===== config.mk =====
export PLATFORM = sky130hd
export DESIGN_NAME = pagebuf_prefetch
export DESIGN_NICKNAME = d
export VERILOG_FILES = /design/src/rtl/pbp_pkg.sv /design/src/rtl/pbp_tagstore.sv /design/src/rtl/pbp_lru.sv /design/src/rtl/pbp_ctrl.sv /design/src/rtl/pagebuf_prefetch.sv
export SDC_FILE = /design/constraint.sdc
export NUM_CORES = 1
export LEC_CHECK = 0
export BUFFER_PORTS_ARGS = -buffer_cell sky130_fd_sc_hd__clkbuf_2
export CAP_MARGIN = 20
export CORE_MARGIN = 2
export CORE_UTILIZATION = 59
export DETAILED_ROUTE_END_ITERATION = 8
export PLACE_DENSITY = 0.9
export SLEW_MARGIN = 20
export SYNTH_ARGS = -nofsm -noshare
export SYNTH_HDL_FRONTEND = slang
export SYNTH_SLANG_ARGS = --single-unit

===== constraint.sdc =====
create_clock -name clk -period 15.6 [get_ports clk]
set_input_delay 3.9 -clock clk [delete_from_list [all_inputs] [get_ports clk]]
set_output_delay 3.9 -clock clk [all_outputs]
set_load 0.02 [all_outputs]

===== src/rtl/pbp_pkg.sv =====
package pbp_pkg;
  typedef struct packed {
    logic xfr;
    logic mbe;
    logic sbe;
  } pbp_flags_t;

  typedef enum logic [1:0] {
    ST_IDLE   = 2'd0,
    ST_DEMAND = 2'd1,
    ST_PREF   = 2'd2
  } pbp_state_t;
endpackage


===== src/rtl/pbp_tagstore.sv =====
module pbp_tagstore
  import pbp_pkg::*;
#(
  parameter int PAGE_W = 20,
  parameter int LINE_W = 128,
  parameter int NBUF   = 4,
  localparam int IW    = $clog2(NBUF)
) (
  input  logic              clk,
  input  logic              rst_n,
  input  logic              flush,
  input  logic [PAGE_W-1:0] lookup_pg,
  input  logic [PAGE_W-1:0] probe_pg,
  input  logic              wr_en,
  input  logic [IW-1:0]     wr_idx,
  input  logic [PAGE_W-1:0] wr_pg,
  input  logic [LINE_W-1:0] wr_data,
  input  pbp_flags_t        wr_flags,
  output logic              hit,
  output logic [IW-1:0]     hit_idx,
  output logic [LINE_W-1:0] hit_data,
  output pbp_flags_t        hit_flags,
  output logic              probe_hit,
  output logic [NBUF-1:0]   valid_vec
);
  logic [PAGE_W-1:0] tag_q  [NBUF];
  logic [LINE_W-1:0] data_q [NBUF];
  pbp_flags_t        flg_q  [NBUF];
  logic [NBUF-1:0]   vld_q;
  logic [NBUF-1:0]   lk_match;
  logic [NBUF-1:0]   pr_match;

  // one comparator pair per buffer
  for (genvar g = 0; g < NBUF; g++) begin : g_cmp
    assign lk_match[g] = vld_q[g] && (tag_q[g] == lookup_pg);
    assign pr_match[g] = vld_q[g] && (tag_q[g] == probe_pg);
  end

  always_comb begin
    hit_idx = '0;
    for (int i = 0; i < NBUF; i++) begin
      if (lk_match[i]) hit_idx = IW'(i);
    end
  end

  assign hit       = |lk_match;
  assign hit_data  = data_q[hit_idx];
  assign hit_flags = flg_q[hit_idx];
  assign probe_hit = |pr_match;
  assign valid_vec = vld_q;

  always_ff @(posedge clk) begin
    if (!rst_n) begin
      vld_q <= '0;
    end else if (flush) begin
      vld_q <= '0;
    end else if (wr_en) begin
      vld_q[wr_idx] <= 1'b1;
    end
  end

  // payload needs no reset: it is qualified by vld_q
  always_ff @(posedge clk) begin
    if (wr_en) begin
      tag_q[wr_idx]  <= wr_pg;
      data_q[wr_idx] <= wr_data;
      flg_q[wr_idx]  <= wr_flags;
    end
  end
endmodule


===== src/rtl/pbp_lru.sv =====
module pbp_lru #(
  parameter int NBUF = 4,
  localparam int IW  = $clog2(NBUF)
) (
  input  logic               clk,
  input  logic               rst_n,
  input  logic               a_en,
  input  logic [IW-1:0]      a_idx,
  input  logic               b_en,
  input  logic [IW-1:0]      b_idx,
  output logic [IW-1:0]      victim,
  output logic [NBUF*IW-1:0] rank_vec
);
  // rank 0 = most recent, NBUF-1 = least recent
  logic [IW-1:0] rank_q [NBUF];
  logic [IW-1:0] rank_m [NBUF];
  logic [IW-1:0] rank_d [NBUF];
  logic [IW-1:0] ra;
  logic [IW-1:0] rb;

  // touch A (fill) is applied before touch B (hit) so a hit ends up newest
  always_comb begin
    rank_m = rank_q;
    ra     = rank_q[a_idx];
    if (a_en) begin
      for (int i = 0; i < NBUF; i++) begin
        if (rank_q[i] < ra) rank_m[i] = rank_q[i] + IW'(1);
      end
      rank_m[a_idx] = '0;
    end
  end

  always_comb begin
    rank_d = rank_m;
    rb     = rank_m[b_idx];
    if (b_en) begin
      for (int i = 0; i < NBUF; i++) begin
        if (rank_m[i] < rb) rank_d[i] = rank_m[i] + IW'(1);
      end
      rank_d[b_idx] = '0;
    end
  end

  always_comb begin
    victim = '0;
    for (int i = 0; i < NBUF; i++) begin
      if (rank_q[i] == IW'(NBUF - 1)) victim = IW'(i);
    end
  end

  for (genvar g = 0; g < NBUF; g++) begin : g_out
    assign rank_vec[g*IW +: IW] = rank_q[g];
  end

  always_ff @(posedge clk) begin
    if (!rst_n) begin
      for (int i = 0; i < NBUF; i++) rank_q[i] <= IW'(i);
    end else begin
      rank_q <= rank_d;
    end
  end
endmodule


===== src/rtl/pbp_ctrl.sv =====
module pbp_ctrl
  import pbp_pkg::*;
#(
  parameter int PAGE_W = 20,
  parameter int NMST   = 4,
  localparam int MW    = $clog2(NMST)
) (
  input  logic              clk,
  input  logic              rst_n,
  input  logic              req_valid,
  input  logic [PAGE_W-1:0] req_page,
  input  logic [MW-1:0]     req_master,
  input  logic              req_instr,
  input  logic              lk_hit,
  input  logic              pr_hit,
  input  logic [NMST-1:0]   pf_master_en,
  input  logic              pf_instr_en,
  input  logic              pf_data_en,
  input  logic              arr_done,
  input  logic              arr_bad,
  output logic              req_ready,
  output logic              arr_req,
  output logic [PAGE_W-1:0] arr_page,
  output logic [PAGE_W-1:0] pf_page,
  output logic              fill_en,
  output logic              dem_done
);
  pbp_state_t        st_q;
  logic [PAGE_W-1:0] cur_q;
  logic              pend_q;
  logic [PAGE_W-1:0] pend_pg_q;

  logic idle, accept, trig, miss_start, pf_go, pf_drop, type_ok;

  assign idle       = (st_q == ST_IDLE);
  assign dem_done   = (st_q == ST_DEMAND) && arr_done;
  assign req_ready  = req_valid && (lk_hit || dem_done);
  assign accept     = req_ready;
  assign type_ok    = req_instr ? pf_instr_en : pf_data_en;
  assign trig       = accept && pf_master_en[req_master] && type_ok
                      && (req_page != '1);
  assign miss_start = idle && req_valid && !lk_hit;
  assign pf_go      = idle && !req_valid && pend_q && !pr_hit;
  assign pf_drop    = idle && !req_valid && pend_q && pr_hit;
  assign fill_en    = !idle && arr_done && !arr_bad;
  assign arr_req    = !idle;
  assign arr_page   = cur_q;
  assign pf_page    = pend_pg_q;

  always_ff @(posedge clk) begin
    if (!rst_n) begin
      pend_q    <= 1'b0;
      pend_pg_q <= '0;
    end else if (trig) begin
      pend_q    <= 1'b1;
      pend_pg_q <= req_page + PAGE_W'(1);
    end else if (miss_start || pf_go || pf_drop) begin
      pend_q    <= 1'b0;
    end
  end

  always_ff @(posedge clk) begin
    if (!rst_n) begin
      st_q  <= ST_IDLE;
      cur_q <= '0;
    end else begin
      unique case (st_q)
        ST_IDLE: begin
          if (miss_start) begin
            st_q  <= ST_DEMAND;
            cur_q <= req_page;
          end else if (pf_go) begin
            st_q  <= ST_PREF;
            cur_q <= pend_pg_q;
          end
        end
        ST_DEMAND, ST_PREF: begin
          if (arr_done) st_q <= ST_IDLE;
        end
        default: st_q <= ST_IDLE;
      endcase
    end
  end
endmodule


===== src/rtl/pagebuf_prefetch.sv =====
module pagebuf_prefetch
  import pbp_pkg::*;
#(
  parameter int ADDR_W = 24,
  parameter int LINE_W = 128,
  parameter int NBUF   = 4,
  parameter int NMST   = 4,
  localparam int OFS_W  = $clog2(LINE_W / 8),
  localparam int PAGE_W = ADDR_W - OFS_W,
  localparam int IW     = $clog2(NBUF),
  localparam int MW     = $clog2(NMST)
) (
  input  logic              clk,
  input  logic              rst_n,
  input  logic              flush,
  input  logic [NMST-1:0]   pf_master_en,
  input  logic              pf_instr_en,
  input  logic              pf_data_en,
  input  logic              req_valid,
  output logic              req_ready,
  input  logic [ADDR_W-1:0] req_addr,
  input  logic [MW-1:0]     req_master,
  input  logic              req_instr,
  output logic [LINE_W-1:0] rsp_data,
  output logic              rsp_xfr_err,
  output logic              rsp_ecc_multi,
  output logic              rsp_ecc_single,
  output logic              arr_req,
  output logic [PAGE_W-1:0] arr_page,
  input  logic              arr_done,
  input  logic [LINE_W-1:0] arr_rdata,
  input  logic              arr_xfr_err,
  input  logic              arr_ecc_multi,
  input  logic              arr_ecc_single
);
  logic [PAGE_W-1:0] req_page;
  logic              lk_hit, pr_hit, fill_en, dem_done, wr_en;
  logic [IW-1:0]     hit_idx, victim;
  logic [LINE_W-1:0] hit_data;
  pbp_flags_t        hit_flags, arr_flags;
  logic [PAGE_W-1:0] pf_page;
  logic [NBUF-1:0]   valid_vec;
  logic [NBUF*IW-1:0] rank_vec;

  assign req_page  = req_addr[ADDR_W-1:OFS_W];
  assign arr_flags = '{xfr: arr_xfr_err, mbe: arr_ecc_multi, sbe: arr_ecc_single};
  assign wr_en     = fill_en && !flush;

  pbp_ctrl #(.PAGE_W(PAGE_W), .NMST(NMST)) u_ctrl (
    .clk(clk), .rst_n(rst_n),
    .req_valid(req_valid), .req_page(req_page), .req_master(req_master),
    .req_instr(req_instr), .lk_hit(lk_hit), .pr_hit(pr_hit),
    .pf_master_en(pf_master_en), .pf_instr_en(pf_instr_en), .pf_data_en(pf_data_en),
    .arr_done(arr_done), .arr_bad(arr_xfr_err | arr_ecc_multi),
    .req_ready(req_ready), .arr_req(arr_req), .arr_page(arr_page),
    .pf_page(pf_page), .fill_en(fill_en), .dem_done(dem_done)
  );

  pbp_tagstore #(.PAGE_W(PAGE_W), .LINE_W(LINE_W), .NBUF(NBUF)) u_tags (
    .clk(clk), .rst_n(rst_n), .flush(flush),
    .lookup_pg(req_page), .probe_pg(pf_page),
    .wr_en(wr_en), .wr_idx(victim), .wr_pg(arr_page),
    .wr_data(arr_rdata), .wr_flags(arr_flags),
    .hit(lk_hit), .hit_idx(hit_idx), .hit_data(hit_data), .hit_flags(hit_flags),
    .probe_hit(pr_hit), .valid_vec(valid_vec)
  );

  pbp_lru #(.NBUF(NBUF)) u_lru (
    .clk(clk), .rst_n(rst_n),
    .a_en(wr_en), .a_idx(victim),
    .b_en(req_ready && lk_hit), .b_idx(hit_idx),
    .victim(victim), .rank_vec(rank_vec)
  );

  always_comb begin
    if (dem_done) begin
      rsp_data       = arr_rdata;
      rsp_xfr_err    = arr_xfr_err;
      rsp_ecc_multi  = arr_ecc_multi;
      rsp_ecc_single = arr_ecc_single;
    end else begin
      rsp_data       = hit_data;
      rsp_xfr_err    = hit_flags.xfr;
      rsp_ecc_multi  = hit_flags.mbe;
      rsp_ecc_single = hit_flags.sbe;
    end
  end
endmodule


### Word level (Yosys, flattened, before mapping)

Memory sizes are Yosys's and may differ from the RTL's.
Index checks and enable logic that the tools add are counted.

* RAM bits: 604
* logic and storage cells: 158
* bits in registers: 55
* output and inout bits: 153
* input port bits: 169
* memories kept: 3

* order comparisons: 15
* bitwise logic cells: 9
* equality and inequality tests: 16
* muxes and demuxes: 53
* reduce and logical (&&, ||, !) cells: 44
* add/subtract/negate cells: 9

Memory list
* u_tags.data_q: words 4, bits a word 128, read ports 1, clocked after Yosys merged registers in 0, wr ports 1, RTL line pbp_tagstore.sv:27 `logic [LINE_W-1:0] data_q [NBUF];`
* u_tags.tag_q: words 4, bits a word 20, read ports 4, clocked after Yosys merged registers in 0, wr ports 1, RTL line pbp_tagstore.sv:26 `logic [PAGE_W-1:0] tag_q [NBUF];`
* u_tags.flg_q: words 4, bits a word 3, read ports 1, clocked after Yosys merged registers in 0, wr ports 1, RTL line pbp_tagstore.sv:28 `pbp_flags_t flg_q [NBUF];`

Operator list (number)
* 20-bit equality test: 8
* 128-bit 2-to-1 mux: 1
* 2-bit 2-to-1 mux: 29
* 20-bit 2-to-1 mux: 2
* 1-bit logical AND: 26
* 20-bit by 1-bit adder with 20-bit output (second input constant): 1
* 20-bit inequality test (second input constant): 1
* 2-bit by 1-bit adder with 2-bit output (second input constant): 8
* 8-bit AND: 2
* 2-bit < comparator: 8
* 8-bit 2-to-1 mux: 2
* 8-bit inverter: 2
* 1-bit 2-to-1 mux: 12
* 2-bit binary-select mux with 2-bit select: 2
* 2-bit demux with 2-bit select: 2
* 2-bit equality test (second input constant): 4
* 4-bit OR reduction: 2
* 3-bit greater-or-equal comparator (second input constant): 2
* 1-bit logical NOT: 6
* 2-bit by 3-bit < comparator with 1-bit output (second input constant): 2
* 3-bit by 1-bit < comparator with 1-bit output (second input constant): 2
* 2-bit inverter with 3-bit output: 2
* 4-bit OR: 1
* 2-bit one-hot mux with 2 select lines: 1
* other kinds (13): 18

### Longest topological paths before layout

Gate-level depths: netlist of run 1.

* depth after elaboration: 21
* mapped depth: 14
* mapped depth without buffers: 13

### By module

Synthesis of run 1 repeated with hierarchy kept, for this count alone.

* cell total of the unflattened synthesis: 2172
* area, all modules: 30631.9 µm²

By module, submodules not included
* pbp_tagstore: area each 25230.4 µm², times used 1, cells an instance 1619, sequential area each 18217.5 µm²
* pbp_ctrl: area each 2172.1 µm², times used 1, cells an instance 240, sequential area each 860.8 µm²
* pagebuf_prefetch: area each 1979.4 µm², times used 1, cells an instance 149, sequential area each 0.0 µm²
* pbp_lru: area each 1249.9 µm², times used 1, cells an instance 164, sequential area each 160.2 µm²

### Worst setup path after synthesis of run 1

OpenSTA, ideal clock, no wires.

* path kind: input port to flip-flop
* from: input port arr_ecc_multi
* to: register u_lru.rank_q, in the netlist u_lru.rank_vec[4]
* stages on the path: 8
* arrival: 14464 ps
* slack: 1020 ps
* path buffers: 0
* cells stage by stage: or4b_4 -> nor4_2 -> or2_2 -> nand3_1 -> a22oi_4 -> nor3_1 -> o211a_1 -> o211a_1

* cells in the longest elaborated chain, start to end: 13
* elaborated cells on any way between the ends: 14
* classes of those cells: 1 x add/sub; 1 x order compare; 7 x mux; 2 x bitwise; 3 x reduce/logical

Ends and longest elaborated chain
* start, declared: RTL line pagebuf_prefetch.sv:33 `input logic arr_ecc_multi,`
* 1-bit OR (*): RTL line pagebuf_prefetch.sv:54 `.arr_done(arr_done), .arr_bad(arr_xfr_err | arr_ecc_multi),`
* 1-bit logical NOT (*): RTL line pbp_ctrl.sv:45 `assign fill_en = !idle && arr_done && !arr_bad;`
* 1-bit logical AND (*): RTL line pbp_ctrl.sv:45
* 1-bit logical AND (*): RTL line pagebuf_prefetch.sv:47 `assign wr_en = fill_en && !flush;`
* 8-bit 2-to-1 mux (*): RTL line pbp_lru.sv:25 `if (a_en) begin`
* 2-bit binary-select mux with 2-bit select: RTL line pbp_lru.sv:35 `rb = rank_m[b_idx];`
* 2-bit 2-to-1 mux (implied by the code) (2 in a row): RTL line pbp_lru.sv:35
* 2-bit < comparator: RTL line pbp_lru.sv:38 `if (rank_m[i] < rb) rank_d[i] = rank_m[i] + IW'(1);`
* 2-bit 2-to-1 mux: RTL line pbp_lru.sv:38
* 2-bit 2-to-1 mux: RTL line pbp_lru.sv:36 `if (b_en) begin`
* 8-bit AND (no line)
* 8-bit 2-to-1 mux (*): RTL line pbp_lru.sv:36
* end signal, assigned: RTL line pbp_lru.sv:59 `rank_q <= rank_d;`
* end, declared: RTL line pbp_lru.sv:15 `logic [IW-1:0] rank_q [NBUF];`

Mark *: on every way between the ends. The rest lies on a longest branch, timed or not. The select of a mux whose other input is x is not followed.
A chain may end at the register's enable or synchronous reset.

### Final worst setup path of run 1

* from: input port req_addr[11]
* to: output port rsp_data[76]

* cells in the longest elaborated chain, start to end: 7
* elaborated cells on any way between the ends: 11
* classes of those cells: 3 x eq/ne; 4 x mux; 3 x reduce/logical; 1 x memory

Ends and longest elaborated chain
* start, declared: RTL line pagebuf_prefetch.sv:21 `input logic [ADDR_W-1:0] req_addr,`
* 20-bit equality test: RTL line pbp_tagstore.sv:35 `assign lk_match[g] = vld_q[g] && (tag_q[g] == lookup_pg);`
* 1-bit logical AND: RTL line pbp_tagstore.sv:35
* 1-bit 2-to-1 mux: RTL line pbp_tagstore.sv:42 `if (lk_match[i]) hit_idx = IW'(i);`
* 2-bit 2-to-1 mux: RTL line pbp_tagstore.sv:42
* 2-bit 2-to-1 mux (*): RTL line pbp_tagstore.sv:42
* memory 4 x 128 bit (*)
* 128-bit 2-to-1 mux (*): RTL line pagebuf_prefetch.sv:76 `if (dem_done) begin`
* end, declared: RTL line pagebuf_prefetch.sv:24 `output logic [LINE_W-1:0] rsp_data,`

Mark *: on every way between the ends. The rest lies on a longest branch, timed or not.

==> impl_metrics.yaml, run 1 <==
sta:
  relSlewSlack: 0.200
  setup_viol: 0
  rsz0062_at_grt: "no"
  final-max-slew-violation-count: 0
  fin_ws_ns: 3.85
  whs_ns: 0.501
  final.min_clock_period_ns: 11.75
  setup_tns_ns: 0
  tightest_slew_ns: 1.20
  skew_ns: 0.0168
  hold_viol: 0
  fin_crit_sh: 0.753
  max_freq_ghz: 0.0851
clock_network:
  cts_tree: "done"
  ctsResizeCount: 0
  htreeDepth: 3
  cts-hold-fix-buffers: 0
  postCtsSetupBuffers: 0
  cts_inserted_buffers: 67
  path_clk_slew_ns: 0.06
  cts_sinks: 659
  insertion_delay_ns: 0.59
  cts_root_buffer: "clkbuf_16"
  cts_buffer_depth: 3
global_routing:
  grt_pass1_wl_um: 105000
  grt_max_degree: 259
  grt_pass1_vias: 18700
  grtUsageTotal: 0.273
  antenna_found_initial: 6
  grt_overflow_total: 0
floorplanning:
  dieArea_um2: 50200
  die_width_um: 224
  pin_count: 322
  fp.dieH_um: 224
  rows: 80
  core_area_um2: 47700
  start_util: 0.599
placement:
  dpl_worst_slack_ns: 4.01
  placedCellCount: 2941
  numPortBuffers: 317
  dpl.hpwl_um: 41900
  gp_routability_congestion: 0.933
logic_synthesis:
  ys_seq_area_frac: 0.673
  syn_area_per_cell_um2: 13.3
  synthArstFlopShare: 0
  yosysUniqueCellTypes: 63
  synth_top_area_share: 0.635
  synth_area_leaders: "edfxtp_1 63%, mux2i_1 6.0%, dfxtp_1 3.9%, xnor2_1 3.5%, a211oi_1 3.4%"
  synth_warnings: 0
  syn-cell-area_um2: 28600
  ys.flop_type: "edfxtp_1"
  synth-seq-cells: 659
  yosysTopAreaCell: "edfxtp_1"
  synth_edf_count: 604
  syn-instance-count: 2153
  synth_nets: 2329
critical_path:
  cp_data_required_time_ns: 11.70
  critPathMaxFanout: 207
  worstPathArrival_ns: 7.85
  path_class: "in2out"
  end_kind: "primary output"
  r2r_slack_ns: 11.20
  worstSetupStartpointType: "input port"
power:
  ir_drop_uv: 163
  p_leak_nw: 12.4
  power_density_nw_per_um2: 114
routing:
  drt-met1-wl_um: 27400
  dr_wl_met2_um: 34600
  avgViaCountPerCell: 6.17
  drt-initial-drc-count: 1811
  routed_wl_um: 69700
  routed.top_layer: "met4"
  drc: 0
  vias: 18900
  drt-pass1-iter-count: 5
  ant_nets: 0
  wl_per_cell_um: 22.8
  wl_met3_um: 5400
cells_and_area:
  layout-drive-gt1-share: 0.183
  layout_commonest_cell: "edfxtp_1"
  layout.nets: 2572
  final_cell_mix: "604 x edfxtp_1, 317 x clkbuf_2, 172 x mux2i_1"
  area.growth.synth_to_final_pct: 14.2
  final_cells: 3063
flow_run:
  cap_violations: 0
hold_path:
  hold_path_class: "reg2reg"
status:
  status: "completed"
routing by layer:
metal / GRT usage / up-vias
met3: 0.0564 / 164
met2: 0.454 / 904
met1: 0.350 / 9264
met4: 0.119 / 0
li1: - / 8563
met5: 0 / -
kinds of logic (layout without fill, tap and decap cells):
group | count (synthesis) | count (layout) | share of synthesized area
flip-flops | 659 | 659 | 0.673
AO/OA/AOI/OAI | 485 | 485 | 0.105
other | 0 | 6 | 0
XOR/XNOR | 178 | 178 | 0.0546
multiplexers | 176 | 176 | 0.0622
buffers and inverters | 170 | 459 | 0.0239
adder cells (fa/ha/maj) | 7 | 7 | 0.00306
AND/OR/NAND/NOR | 478 | 478 | 0.0784
cell usage after synthesis (2+ instances only):
library cell / count
a211oi_1: 131
a21boi_0: 3
a21oi_1: 149
a21oi_2: 2
a31oi_1: 2
a41oi_1: 2
and2_1: 4
and3_1: 7
and4_1: 6
buf_1: 14
buf_2: 29
clkbuf_1: 115
dfxtp_1: 55
edfxtp_1: 604
ha_1: 7
inv_1: 10
mux2_2: 3
mux2i_1: 172
nand2_1: 168
nand2b_1: 5
nand3_1: 23
nand4_1: 35
nor2_1: 148
nor2b_1: 23
nor3_1: 9
nor3_2: 2
nor3b_1: 2
nor4_1: 25
nor4b_1: 2
o211a_1: 24
o211ai_1: 7
o211ai_2: 2
o21a_1: 4
o21ai_0: 144
o21ai_1: 5
o31a_1: 2
or2_0: 2
or2_2: 2
or3_1: 3
or4b_4: 2
xnor2_1: 115
xor2_1: 63
per-stage QoR:
step / cell area (µm²) / utilization / power (mW)
final: 32600 / 0.684 / 3.71
after global routing: 32600 / 0.684 / 3.81
after CTS: 32600 / 0.683 / 3.73
after detailed placement: 30500 / 0.639 / 2.20
after global placement: 30500 / 0.639 / 2.19
after floorplan: 28600 / - / 2.11
cell type report:
type                       count  area, µm²
inverter                      11       46.3
clock inverter                30        264
clock buffer                  85       1830
multi-input combinational   1324       8690
timing repair buffer         333       1790
antenna                        6       15.0
fill                        3168      15100
sequential                   659      19200
tap                          615        769
report_power, final:
group          switching [mW]  internal [mW]  total (mW)
sequential             0.0144           1.94        1.95
combinational           0.145         0.0689       0.214
clock                   0.637          0.908        1.55
worst paths after layout:
kind,startpoint,endpoint,cells after the start
hold / removal,u_ctrl.pend_q,u_ctrl.pend_q,2
setup / recovery,req_addr[11],rsp_data[76],10
setup reg to reg,u_ctrl.st_q[0],u_lru.rank_vec[4],13
hold reg to reg,u_ctrl.pend_q,u_ctrl.pend_q,2
critical path, stage by stage:
cell	delay [ns]
clkbuf_2	0.20
xnor2_1	0.47
nand4_1	0.19
nor4_1	0.56
and4_4	0.79
buf_12	0.55
a211oi_1	0.18
a21oi_1	0.24
o21ai_0	0.14
clkbuf_2	0.20
registers in the layout, indices dropped and copies added (netlist names):
register and count:
u_tags.valid_vec 4, u_ctrl.st_q 2, u_ctrl.arr_page 20, u_ctrl.pend_q 1
u_tags.flg_q 12, u_ctrl.pf_page 20, u_tags.tag_q 80, u_lru.rank_vec 8
u_tags.data_q 512
(Power assumes the default switching activity.)
==> inputs of run 2 (changes only) <==
--- a/config.mk
+++ b/config.mk
@@ -8,9 +8,9 @@
 export BUFFER_PORTS_ARGS = -buffer_cell sky130_fd_sc_hd__clkbuf_2
 export CAP_MARGIN = 20
 export CORE_MARGIN = 2
-export CORE_UTILIZATION = 59
+export CORE_UTILIZATION = 53
 export DETAILED_ROUTE_END_ITERATION = 8
-export PLACE_DENSITY = 0.9
+export PLACE_DENSITY = 0.86
 export SLEW_MARGIN = 20
 export SYNTH_ARGS = -nofsm -noshare
 export SYNTH_HDL_FRONTEND = slang
==> constraint.sdc (replaced) <==
create_clock -name clk -period 10.58 [get_ports clk]
set_input_delay 2.645 -clock clk [delete_from_list [all_inputs] [get_ports clk]]
set_output_delay 2.645 -clock clk [all_outputs]
set_load 0.02 [all_outputs]
==> impl_metrics.yaml, run 2 (synthesis results as in run 1) <==
status:
  status: "completed"
floorplanning:
  pin_count: 322
  dieArea_um2: 55800
  rows: 85
  start_util: 0.533
  fp.dieH_um: 236
  core_area_um2: 53600
  die_width_um: 236
routing:
  vias: 18700
  drt-pass1-iter-count: 6
  ant_nets: 0
  wl_per_cell_um: 21.9
  routed_wl_um: 69100
  avgViaCountPerCell: 5.91
  drc: 0
  drt-initial-drc-count: 1648
clock_network:
  cts_root_buffer: "clkbuf_16"
  ctsResizeCount: 0
  insertion_delay_ns: 0.60
  cts-hold-fix-buffers: 0
  cts_buffer_depth: 3
  cts_sinks: 659
  cts_tree: "done"
  cts_inserted_buffers: 68
  path_clk_slew_ns: 0.06
  htreeDepth: 3
  postCtsSetupBuffers: 0
global_routing:
  use_met3: 0.0428
  grt_pass1_vias: 18400
  grtUsageTotal: 0.242
  busiest_layer: "met2"
  grtUsageMet1: 0.316
  antenna_found_initial: 4
  grt_overflow_total: 0
  grt_pass1_wl_um: 105000
  met2_usage: 0.401
  grt_max_degree: 181
cells_and_area:
  regArea_um2: 19200
  layout_commonest_cell: "edfxtp_1"
  regMostFlops: "u_tags.data_q"
  area.growth.synth_to_final_pct: 15.2
  largest_reg_flops: 512
  final_cell_mix: "604 x edfxtp_1, 317 x clkbuf_2, 172 x mux2i_1"
  num-fill-cells: 3974
  multi_input_area_um2: 8690
  layout-drive-gt1-share: 0.191
  layout.nets: 2578
  reg_top3: "u_tags.data_q (512), u_tags.tag_q (80)"
power:
  p_leak_nw: 12.5
  power_density_nw_per_um2: 170
  ir_drop_uv: 132
  p_total_mw: 5.61
sta:
  skew_ns: 0.0167
  setup_viol: 0
  setup_tns_ns: 0
  hold_viol: 0
  tightest_slew_ns: 1.16
  max_freq_ghz: 0.113
  fin_crit_sh: 0.840
  final-max-slew-violation-count: 0
  relSlewSlack: 0.226
  final.min_clock_period_ns: 8.89
  rsz0062_at_grt: "no"
hold_path:
  hold_path_class: "reg2reg"
  min-delay-start: "u_ctrl.pend_q"
critical_path:
  end_kind: "primary output"
  crit_start: "req_addr[11]"
  r2r_start: "u_ctrl.st_q[0]"
  critPathMaxFanout: 51
  worstSetupStartpointType: "input port"
  path_class: "in2out"
  cp_data_required_time_ns: 7.94
  worstPathArrival_ns: 6.24
placement:
  numPortBuffers: 317
  gp_routability_congestion: 0.903
  dpl.hpwl_um: 42100
flow_run:
  cap_violations: 0
## run 2: changes by cell type in the layout (fill, tap and decap cells not counted), sizes merged
cell	change
buf	+5
bufinv	+3
clkbuf	-8
clkinv	+10
diode	-2
inv	+4
## run 2: metal layers
metal / up-vias / wire length (µm)
met5: - / 0
met4: 0 / 2470
li1: 8571 / -
met3: 138 / 4840
met1: 9173 / 27900
met2: 785 / 33800
## run 2: final cells by class
class                           count  area share
Sequential cell                   659       0.584
Clock inverter                     47      0.0154
Inverter                           11     0.00141
Multi-Input combinational cell   1324       0.264
Timing Repair Buffer              338      0.0552
Antenna cell                        4    0.000304
Clock buffer                       77      0.0533
Tap cell                          696      0.0264
## run 2: report_power, final
group          internal, mW  total [mW]  switching (mW)  leakage, nW
sequential             2.86        2.88          0.0220         5.89
clock                  1.41        2.42            1.01         1.11
combinational         0.100       0.312           0.211         5.53
## run 2: through the flow
step | instance area, µm² | util | setup WS, ns | hold WS (ns) | cells
6_report | 32900 | 0.614 | 1.69 | 0.515 | 3156
5_1_grt | 32900 | 0.614 | 1.52 | 0.554 | 3156
4_1_cts | 32900 | 0.614 | 1.72 | 0.512 | 3152
3_5_place_dp | 30700 | 0.572 | 1.79 | 0.504 | 3028
3_3_place_gp | 30700 | 0.572 | 1.79 | 0.475 | 3028
2_1_floorplan | 28600 | - | 1.05 | 0.458 | 2153
## run 2: worst max-delay path, cell delays in order
cell	delay (ns)
clkbuf_2	0.22
xnor2_1	0.24
nand4_1	0.14
nor4_1	0.09
nand4_1	0.10
buf_4	0.76
buf_4	0.84
mux2i_1	0.18
a211oi_1	0.27
a21oi_1	0.08
o21ai_0	0.36
clkbuf_2	0.25
## run 2: worst paths after layout
kind	endpoint	slack, ns	depth (start not counted)
worst max-delay path	rsp_data[116]	1.69	12
worst min register to register	u_ctrl.pend_q	0.52	2
worst min-delay path	u_ctrl.pend_q	0.52	2
worst max register to register	u_lru.rank_vec[4]	6.57	13
==> inputs of run 3 (changes only) <==
--- a/config.mk
+++ b/config.mk
@@ -8,9 +8,9 @@
 export BUFFER_PORTS_ARGS = -buffer_cell sky130_fd_sc_hd__clkbuf_2
 export CAP_MARGIN = 20
 export CORE_MARGIN = 2
-export CORE_UTILIZATION = 53
+export CORE_UTILIZATION = 59
 export DETAILED_ROUTE_END_ITERATION = 8
-export PLACE_DENSITY = 0.86
+export PLACE_DENSITY = 0.9
 export SLEW_MARGIN = 20
 export SYNTH_ARGS = -nofsm -noshare
 export SYNTH_HDL_FRONTEND = slang
==> constraint.sdc (replaced) <==
create_clock -name clk -period 8.6 [get_ports clk]
set_input_delay 2.15 -clock clk [delete_from_list [all_inputs] [get_ports clk]]
set_output_delay 2.15 -clock clk [all_outputs]
set_load 0.02 [all_outputs]
==> impl_metrics.yaml, run 3 (synthesis results as in run 1) <==
floorplanning:
  fp.dieH_um: 224
  pin_count: 322
  die_width_um: 224
  core_area_um2: 47700
  dieArea_um2: 50200
  rows: 80
  start_util: 0.599
routing:
  drt-pass1-iter-count: 5
  routed_wl_um: 69000
  wl_per_cell_um: 22.5
  drc: 0
  avgViaCountPerCell: 6.12
  vias: 18800
  ant_nets: 0
  drt-initial-drc-count: 1860
clock_network:
  ctsResizeCount: 0
  cts_buffer_depth: 3
  cts_tree: "done"
  cts_root_buffer: "clkbuf_16"
  insertion_delay_ns: 0.60
  cts_sinks: 659
  path_clk_slew_ns: 0.06
  htreeDepth: 3
  cts_inserted_buffers: 67
  cts-hold-fix-buffers: 0
  postCtsSetupBuffers: 0
cells_and_area:
  regMostFlops: "u_tags.data_q"
  layout-drive-gt1-share: 0.189
  layout.nets: 2579
  layout_commonest_cell: "edfxtp_1"
  area.growth.synth_to_final_pct: 14.3
  num-fill-cells: 3163
  reg_top3: "u_tags.data_q (512), u_tags.tag_q (80)"
  final_cells: 3067
  largest_reg_flops: 512
  final_cell_mix: "604 x edfxtp_1, 317 x clkbuf_2, 172 x mux2i_1"
placement:
  gp_routability_congestion: 0.910
  dpl_worst_slack_ns: 1.00
  dpl.hpwl_um: 42300
  placedCellCount: 2949
  numPortBuffers: 317
power:
  p_leak_nw: 12.5
  p_total_mw: 6.68
  power_density_nw_per_um2: 204
  ir_drop_uv: 196
sta:
  skew_ns: 0.0260
  max_freq_ghz: 0.130
  relSlewSlack: 0.256
  final.min_clock_period_ns: 7.70
  setup_viol: 0
  setup_tns_ns: 0
  tightest_slew_ns: 1.12
  whs_ns: 0.515
  rsz0062_at_grt: "no"
  final-max-slew-violation-count: 0
  hold_viol: 0
  fin_crit_sh: 0.896
  fin_ws_ns: 0.898
critical_path:
  cp_slowest_stage_delay_ns: 0.66
  worstSetupStartpointType: "input port"
  crit_path_top_delay_cell: "and4_4"
  path_class: "in2out"
  cp_data_required_time_ns: 6.45
  end_kind: "primary output"
  critPathMaxFanout: 49
  worstPathArrival_ns: 5.55
  cp_cell_sequence: "clkbuf_2 > xnor2_1 > nand4_1 > nor4_1 > and4_4 > buf_12 > buf_12 > a21oi_1 > o21ai_0 > clkbuf_2"
global_routing:
  grt_overflow_total: 0
  grtUsageTotal: 0.272
  antenna_found_initial: 4
  grt_max_degree: 194
  grt_pass1_vias: 18700
  grt_pass1_wl_um: 105000
hold_path:
  hold_path_class: "reg2reg"
status:
  status: "completed"
flow_run:
  cap_violations: 0
[run 3: cell types whose count changed in the layout (fill, tap and decap cells not counted), sizes merged]
| cell | change |
|---|---|
| buf | +2 |
| bufinv | -4 |
| clkbuf | +5 |
| clkinv | -5 |
| clkinvlp | -2 |
| diode | -1 |
| inv | -3 |
[run 3: final cells by class]
type | count | area [µm²] | share of cell area
clock inverter | 33 | 259 | 0.00793
sequential | 659 | 19200 | 0.589
multi-input combinational | 1324 | 8700 | 0.266
tap | 615 | 769 | 0.0236
timing repair buffer | 340 | 1870 | 0.0573
inverter | 11 | 46.3 | 0.00142
antenna | 3 | 7.51 | 0.000230
clock buffer | 82 | 1790 | 0.0546
[run 3: path summary, 6_finish.rpt]
path                            slack (ns)                end           start  depth (start not counted)
worst min-delay path                  0.52      u_ctrl.pend_q   u_ctrl.pend_q                          2
worst max register to register        4.60  u_lru.rank_vec[4]  u_ctrl.st_q[0]                         13
worst max-delay path                  0.90       rsp_data[39]    req_addr[11]                         10
worst min register to register        0.52      u_ctrl.pend_q   u_ctrl.pend_q                          2
[run 3: report_power, final]
part | internal [mW] | leakage [nW] | switching (mW) | total (mW)
sequential | 3.52 | 5.89 | 0.0267 | 3.55
clock | 1.59 | 1.02 | 1.16 | 2.75
combinational | 0.124 | 5.56 | 0.261 | 0.385
[run 3: metrics by stage]
stage | area [µm²] | util
6_report | 32700 | 0.684
5_1_grt | 32700 | 0.684
4_1_cts | 32700 | 0.684
3_5_place_dp | 30600 | 0.641
3_3_place_gp | 30600 | 0.641
2_1_floorplan | 28600 | -
[run 3: worst max-delay path, delay by kind of cell]
kind / cells / cell delay (ns)
compound gates: 2 / 0.47
xor+xnor: 1 / 0.45
buf+inv: 4 / 1.03
simple gates: 3 / 1.40
[run 3: per-layer routing]
layer  vias up  wire length (µm)  track usage
met5         -                 8            0
met4         2              2100       0.0998
met3       143              5450       0.0609
met2       848             34600        0.461
met1      9218             26900        0.346
li1       8570                 -            -
